--- src/rtl/rtc_pkg.sv ---
package rtc_pkg;

    localparam int NUM_IRQ   = 5;
    localparam int FIELD_W   = 6;
    localparam int HOUR_W    = 5;

    localparam int IRQ_HALF  = 0;
    localparam int IRQ_SEC   = 1;
    localparam int IRQ_MIN   = 2;
    localparam int IRQ_HOUR  = 3;
    localparam int IRQ_DAY   = 4;

    typedef enum logic [1:0] {
        SRC_SUB  = 2'd0,
        SRC_MAIN = 2'd1,
        SRC_RC   = 2'd2,
        SRC_OFF  = 2'd3
    } rtc_src_e;

    typedef enum logic [1:0] {
        FLD_SEC  = 2'd0,
        FLD_MIN  = 2'd1,
        FLD_HOUR = 2'd2,
        FLD_NONE = 2'd3
    } rtc_field_e;

    // event bundle, bit order matches the flag register
    typedef struct packed {
        logic day;
        logic hour;
        logic minute;
        logic second;
        logic half;
    } rtc_evt_t;

endpackage

--- src/rtl/rtc_src_mux.sv ---
module rtc_src_mux
    import rtc_pkg::*;
(
    input  logic [1:0] sel_i,
    input  logic       tick_sub_i,
    input  logic       tick_main_i,
    input  logic       tick_rc_i,
    output logic       tick_o
);

    always_comb begin
        unique case (rtc_src_e'(sel_i))
            SRC_SUB:  tick_o = tick_sub_i;
            SRC_MAIN: tick_o = tick_main_i;
            SRC_RC:   tick_o = tick_rc_i;
            default:  tick_o = 1'b0;
        endcase
    end

endmodule

--- src/rtl/rtc_prescaler.sv ---
module rtc_prescaler #(
    parameter int PRESC_W = 16,
    parameter int CAL_W   = 8
) (
    input  logic               clk,
    input  logic               rst_n,
    input  logic               tick_i,
    input  logic               restart_i,
    input  logic [PRESC_W-1:0] reload_i,
    input  logic [CAL_W-1:0]   trim_i,
    output logic               half_o,
    output logic               sec_o
);

    localparam int LEN_W = PRESC_W + 2;
    localparam int CNT_W = PRESC_W + 1;
    localparam logic [LEN_W-1:0] MIN_LEN = LEN_W'(2);
    localparam logic [LEN_W-1:0] ONE     = LEN_W'(1);

    typedef struct packed {
        logic [CNT_W-1:0] cnt;
    } presc_t;

    presc_t st_q, st_d;

    logic signed [LEN_W-1:0] len_raw;
    logic        [LEN_W-1:0] len_u;
    logic        [LEN_W-1:0] half_u;
    logic        [LEN_W-1:0] cnt_ext;

    always_comb begin
        // trimmed second length, never shorter than two pulses
        len_raw = $signed({2'b00, reload_i})
                + $signed({{(LEN_W-CAL_W){trim_i[CAL_W-1]}}, trim_i});
        if (len_raw < $signed(MIN_LEN)) begin
            len_u = MIN_LEN;
        end else begin
            len_u = $unsigned(len_raw);
        end
        half_u  = len_u >> 1;
        cnt_ext = {1'b0, st_q.cnt};

        st_d   = st_q;
        half_o = 1'b0;
        sec_o  = 1'b0;
        if (restart_i) begin
            st_d.cnt = '0;
        end else if (tick_i) begin
            if (cnt_ext == half_u - ONE) begin
                half_o = 1'b1;
            end
            if (cnt_ext >= len_u - ONE) begin
                sec_o    = 1'b1;
                st_d.cnt = '0;
            end else begin
                st_d.cnt = st_q.cnt + 1'b1;
            end
        end
    end

    always_ff @(posedge clk or negedge rst_n) begin
        if (!rst_n) begin
            st_q <= '0;
        end else begin
            st_q <= st_d;
        end
    end

endmodule

--- src/rtl/rtc_timekeep.sv ---
module rtc_timekeep
    import rtc_pkg::*;
(
    input  logic               clk,
    input  logic               rst_n,
    input  logic               sec_evt_i,
    input  logic               wr_en_i,
    input  logic [1:0]         wr_sel_i,
    input  logic [FIELD_W-1:0] wr_data_i,
    output logic               wr_ok_o,
    output logic [FIELD_W-1:0] sec_o,
    output logic [FIELD_W-1:0] min_o,
    output logic [HOUR_W-1:0]  hour_o,
    output logic               min_evt_o,
    output logic               hour_evt_o,
    output logic               day_evt_o
);

    localparam int NUM_FIELDS = 3;
    localparam logic [FIELD_W-1:0] LIMIT [4] = '{6'd59, 6'd59, 6'd23, 6'd0};

    typedef struct packed {
        logic [NUM_FIELDS-1:0][FIELD_W-1:0] val;
    } tk_t;

    tk_t st_q, st_d;
    logic [NUM_FIELDS:0] carry;

    always_comb begin
        wr_ok_o = wr_en_i && (rtc_field_e'(wr_sel_i) != FLD_NONE)
                  && (wr_data_i <= LIMIT[wr_sel_i]);

        st_d     = st_q;
        carry    = '0;
        carry[0] = sec_evt_i && !wr_ok_o;
        for (int i = 0; i < NUM_FIELDS; i++) begin
            carry[i+1] = carry[i] && (st_q.val[i] == LIMIT[i]);
            if (wr_ok_o) begin
                if (wr_sel_i == 2'(i)) begin
                    st_d.val[i] = wr_data_i;
                end
            end else if (carry[i]) begin
                st_d.val[i] = carry[i+1] ? '0 : st_q.val[i] + 1'b1;
            end
        end
    end

    always_ff @(posedge clk or negedge rst_n) begin
        if (!rst_n) begin
            st_q <= '0;
        end else begin
            st_q <= st_d;
        end
    end

    assign sec_o      = st_q.val[0];
    assign min_o      = st_q.val[1];
    assign hour_o     = st_q.val[2][HOUR_W-1:0];
    assign min_evt_o  = carry[1];
    assign hour_evt_o = carry[2];
    assign day_evt_o  = carry[3];

endmodule

--- src/rtl/rtc_irq.sv ---
module rtc_irq
    import rtc_pkg::*;
(
    input  logic               clk,
    input  logic               rst_n,
    input  rtc_evt_t           evt_i,
    input  logic [NUM_IRQ-1:0] en_i,
    input  logic [NUM_IRQ-1:0] clr_i,
    output logic [NUM_IRQ-1:0] flags_o,
    output logic               irq_o
);

    typedef struct packed {
        logic [NUM_IRQ-1:0] flags;
    } irq_st_t;

    irq_st_t st_q, st_d;
    logic [NUM_IRQ-1:0] evt_vec;
    logic [NUM_IRQ-1:0] flag_nxt;

    assign evt_vec = evt_i;

    // one sticky cell per source; a new event outranks a clear
    for (genvar g = 0; g < NUM_IRQ; g++) begin : g_flag
        assign flag_nxt[g] = evt_vec[g] | (st_q.flags[g] & ~clr_i[g]);
    end

    always_comb begin
        st_d       = st_q;
        st_d.flags = flag_nxt;
    end

    always_ff @(posedge clk or negedge rst_n) begin
        if (!rst_n) begin
            st_q <= '0;
        end else begin
            st_q <= st_d;
        end
    end

    assign flags_o = st_q.flags;
    assign irq_o   = |(st_q.flags & en_i);

endmodule

--- src/rtl/rtc_calib_top.sv ---
module rtc_calib_top
    import rtc_pkg::*;
#(
    parameter int PRESC_W = 16,
    parameter int CAL_W   = 8
) (
    input  logic               clk,
    input  logic               rst_n,
    input  logic [1:0]         src_sel_i,
    input  logic               tick_sub_i,
    input  logic               tick_main_i,
    input  logic               tick_rc_i,
    input  logic [PRESC_W-1:0] reload_i,
    input  logic [CAL_W-1:0]   trim_i,
    input  logic               wr_en_i,
    input  logic [1:0]         wr_sel_i,
    input  logic [5:0]         wr_data_i,
    input  logic [4:0]         irq_en_i,
    input  logic [4:0]         irq_clr_i,
    output logic [5:0]         sec_o,
    output logic [5:0]         min_o,
    output logic [4:0]         hour_o,
    output logic [4:0]         irq_flags_o,
    output logic               irq_o
);

    logic     tick;
    logic     wr_ok;
    logic     half_evt;
    logic     sec_evt;
    logic     min_evt;
    logic     hour_evt;
    logic     day_evt;
    rtc_evt_t evt;

    rtc_src_mux u_src (
        .sel_i       (src_sel_i),
        .tick_sub_i  (tick_sub_i),
        .tick_main_i (tick_main_i),
        .tick_rc_i   (tick_rc_i),
        .tick_o      (tick)
    );

    rtc_prescaler #(
        .PRESC_W (PRESC_W),
        .CAL_W   (CAL_W)
    ) u_presc (
        .clk       (clk),
        .rst_n     (rst_n),
        .tick_i    (tick),
        .restart_i (wr_ok),
        .reload_i  (reload_i),
        .trim_i    (trim_i),
        .half_o    (half_evt),
        .sec_o     (sec_evt)
    );

    rtc_timekeep u_time (
        .clk        (clk),
        .rst_n      (rst_n),
        .sec_evt_i  (sec_evt),
        .wr_en_i    (wr_en_i),
        .wr_sel_i   (wr_sel_i),
        .wr_data_i  (wr_data_i),
        .wr_ok_o    (wr_ok),
        .sec_o      (sec_o),
        .min_o      (min_o),
        .hour_o     (hour_o),
        .min_evt_o  (min_evt),
        .hour_evt_o (hour_evt),
        .day_evt_o  (day_evt)
    );

    always_comb begin
        evt        = '0;
        evt.half   = half_evt | sec_evt;
        evt.second = sec_evt;
        evt.minute = min_evt;
        evt.hour   = hour_evt;
        evt.day    = day_evt;
    end

    rtc_irq u_irq (
        .clk     (clk),
        .rst_n   (rst_n),
        .evt_i   (evt),
        .en_i    (irq_en_i),
        .clr_i   (irq_clr_i),
        .flags_o (irq_flags_o),
        .irq_o   (irq_o)
    );

endmodule

--- config.mk ---
export PLATFORM = sky130hd
export DESIGN_NAME = rtc_calib_top
export DESIGN_NICKNAME = d
export VERILOG_FILES = /design/src/rtl/rtc_pkg.sv /design/src/rtl/rtc_src_mux.sv /design/src/rtl/rtc_prescaler.sv /design/src/rtl/rtc_timekeep.sv /design/src/rtl/rtc_irq.sv /design/src/rtl/rtc_calib_top.sv
export SDC_FILE = /design/constraint.sdc
export NUM_CORES = 1
export LEC_CHECK = 0
export ABC_AREA = 1
export BUFFER_PORTS_ARGS = -buffer_cell sky130_fd_sc_hd__buf_4
export CAP_MARGIN = 20
export CORE_AREA = 2 2 102 104
export DETAILED_ROUTE_END_ITERATION = 8
export DIE_AREA = 0 0 104 106
export GPL_TIMING_DRIVEN = 0
export PLACE_DENSITY = 0.74
export SLEW_MARGIN = 0
export SYNTH_ARGS = -nofsm -noshare
export SYNTH_HDL_FRONTEND = slang
export SYNTH_SLANG_ARGS = --single-unit
--- constraint.sdc ---
create_clock -name clk -period 3.2 [get_ports clk]
set_input_delay 0.16 -clock clk [delete_from_list [all_inputs] [get_ports clk]]
set_output_delay 0.16 -clock clk [all_outputs]
set_load 0.02 [all_outputs]
==> key figures <==
Pwr
  – Design Power: 3230 µW
  – PwrDens: ~460 nW/µm²
  – Sequential Power Share: 0.245
  – Logic pwr share: 0.619
  – Clk pwr share: 0.136
  – Pint: 1763 µW
  – Sw Share: 0.4542
  – Switching pwr: roughly 1500 µW
  – Leak: 0.003524 µW
  – Worst IR Drop VDD: 0.0002615 V

Clock tree
  – CTS root buf: clkbuf_8
  – Clock tree buffer depth: 2
  – CTS tree: done
  – Clock transition at path regs: about 0.090 ns
  – CTS Buf Count: 5
  – CTS sink cnt: 40
  – Skew-Pair Late Insertion Delay: 0.31 ns
  – Htree depth: 2

Synthesis
  – Mapped cell area: about 5000 µm²
  – Synthesis Warnings: 0
  – Distinct cells, synth: 38
  – Leading area contributor after synthesis: dfrtp_1
  – Top post-synthesis cells by area: dfrtp_1, nand2_1, ha_1
  – Syn Nets: 879
  – Part of the Yosys area used for sequential elements: 0.1985
  – #FFs+latches synth: 40
  – Top cell type's share of synthesized area: 0.1985
  – Cells after Synth: 781
  – Syn Area/Cell: 6.458 µm²

Worst setup path
  – Crit-path slowest cell: fa_2
  – Critical path endpoint category: flop
  – CP Launch Type: input port
  – Delay-heaviest family, CP: simple AND/OR/NAND/NOR gates
  – Worst EP required: around 3.4 ns
  – Worst path max stage delay: 0.38 ns
  – Critical Path Fanout Max: 7
  – WS Path Type: input port to flop
  – CP Buf/Inv Count: 5
  – CP Data Arrival Time: 5.30 ns
  – Crit-path most repeated cell: nand2_2
  – Register-to-Register Setup Slack: 0.59 ns

Die
  – Placement Rows: 37
  – Core area: 10000 µm²
  – IO Pins: 73
  – Initial core utilization: 0.5044
  – Die Width: 104 µm
  – Die area: 11020 µm²
  – Die height: 106 µm

Placed design
  – Placer congestion estimate: 0.8913
  – Port Buffer Count: about 70
  – DP Worst Slack: -2.413 ns
  – Detail Placement HPWL: around 11000 µm

Timing
  – Skew final: ~0.013 ns
  – Setup violators final: 40
  – Unrepaired setup endpoints after global routing: yes
  – Total negative setup slack: -70.65 ns
  – Hold Slack: slightly above 0.01 ns
  – Hold Violations, Final: 0
  – Tcrit/Tclk final: 1.596
  – Tightest Pin Transition: 0.5868 ns
  – Slew Limit Headroom: 0.6058
  – Fmax: 0.1958 GHz
  – Fin crit period: a little over 5 ns
  – Slew Limit Fails: 0
  – Setup slack after layout: -1.908 ns

Run status
  – Run status: finished with violations
  – Failing checks: negative setup slack

Detailed routing
  – Antenna-violating nets left: 0
  – Remaining DRCs: 0
  – Via Count: slightly below 6000
  – Final wirelength: between 15000 and 20000 µm
  – Vias per cell: around 5.5
  – Drt initial violations: 501
  – Wire length per cell: 15.42 µm
  – Drt pass-1 iters: 5

Global routing
  – Vias in the first global route: 5490
  – First-pass GRT wire length: 24980 µm
  – Largest net degree at the start of global routing: just over 40
  – GR Util All Layers: 0.2742
  – Grt ovf: 0
  – Initial antenna violation count: 0

Finish
  – Util after Layout: 0.7065
  – Area delta synth->final: 40.06%
  – Antenna diodes: 0
  – Layout cells sized above 1: 0.3247
  – Nets: roughly 1000

Flow run
  – Number of max-cap violations: 0

Min path
  – HP Class: input port to flop
-- placed cells by master, fill, tap and decap left out, types with 23 or more instances in the layout --
cell type  instances
nand3_1           60
dfrtp_1           40
a21oi_1           23
inv_1            111
nand2_1          173
nor2_1            57
ha_1              30
nand2_2           26
xor2_1            43
buf_4            135
-- cells by family (layout without fill, tap and decap cells) --
family | Yosys count | in the layout | share of synthesized area
and+or+nand+nor | 403 | 403 | 0.3627
buffers and inverters | 146 | 289 | 0.1245
AOI/OAI and AO/OA | 89 | 89 | 0.09824
xor gates and xnor gates | 55 | 55 | 0.09551
adders and majority gates | 48 | 48 | 0.1206
DFF | 40 | 40 | 0.1985
-- registers in the layout, indices dropped and copies added (netlist names) --
name / count
u_time.min_o: 6
u_irq.flags_o: 5
u_time.hour_o: 5
u_time.st_q: 1
u_presc.st_q: 17
u_time.sec_o: 6
-- through the flow --
step	cells	area [µm²]
3_5_place_dp	989	5923
2_1_floorplan	781	5213
6_report	1060	7064
3_3_place_gp	989	5923
4_1_cts	1049	6807
5_1_grt	1060	7064
-- path summary, 6_finish.rpt --
path | from | to | depth (start not counted)
worst max register to register | u_presc.st_q[2] | u_time.hour_o[4] | 17
worst min-delay path | irq_clr_i[1] | u_irq.flags_o[1] | 2
min in group asynchronous | rst_n | u_presc.st_q[0] | 2
worst min register to register | u_irq.flags_o[0] | u_irq.flags_o[0] | 2
max in group asynchronous | rst_n | u_presc.st_q[16] | 2
worst max-delay path | reload_i[0] | u_time.hour_o[4] | 37
-- cell type report --
type,count,area [µm²]
tap,136,170.2
inverter,121,464.2
clock inverter,3,46.29
clock buffer,5,68.82
sequential,40,1001
multi-input combinational,595,4013
timing repair buffer,135,1092
buffer,25,209.0
fill,772,2935
-- worst register-to-register path: stages (launching register included) --
cell     delay [ns]
dfrtp_1        0.46
ha_1           0.32
nand4_1        0.11
nor2_2         0.14
o21ai_1        0.07
nand4_1        0.08
nand2_1        0.06
nand2_1        0.05
nand2_1        0.07
nand2_2        0.09
nand2_2        0.06
nand2_2        0.09
nand2_1        0.06
nor2_1         0.11
nand4_1        0.27
buf_6          0.26
a21oi_2        0.13
a21oi_2        0.07
-- repair_timing --
item | 4_1_cts | 5_1_grt
gates resized for setup | 74 | 50
buffers inserted | 49 | 12
pin swaps | 25 | 40
hold buffers | 1 | 1
gates cloned | 3 | 0
setup endpoints to repair | 40 | 40
hold endpoints to repair | 40 | 1
-- routing by layer --
| metal | part of all wire | track usage | wire (µm) | vias to the layer above |
|---|---|---|---|---|
| li1 | - | - | - | 2801 |
| met1 | 0.41 | 0.3402 | 6653 | 2690 |
| met2 | 0.48 | 0.4803 | 7794 | 275 |
| met3 | 0.066 | 0.04292 | 1081 | 83 |
| met4 | 0.050 | 0.1042 | 813 | 0 |
| met5 | 0 | 0 | 0 | - |
-- power groups by stage --
stage                     clock network (µW)  logic, µW  registers (µW)
final                                    440       2000             790
after global routing                     464       2180             814
after CTS                                440       1840             781
after detailed placement                   0       1680             789
after global placement                     0       1640             784
after floorplan                            0       1250             751
-- cell usage after synthesis --
cell      instances
nand3_2          12
nor3_1           10
inv_2             5
a22oi_1           3
o211ai_1          1
clkbuf_1          4
nor3_2            2
buf_2             2
xor2_1           44
nor4_1            3
o21a_1            1
a21oi_1          39
a31oi_1           5
nor2_2            2
xnor2_1          11
buf_4            18
o22ai_1          11
a211oi_1          1
a22o_1            1
nand2_4           2
nor2_4            3
nand2_2           5
and2_1            4
ha_1             47
nand3b_1          1
dfrtp_1          40
buf_6             1
fa_1              1
a221oi_1          2
inv_1           115
nand4_1          16
nand2_1         199
nor2_1           70
o21ai_0          24
nand3_1          71
o31a_1            1
inv_4             1
nor3b_1           3
Power figures use the tool's default switching activity.
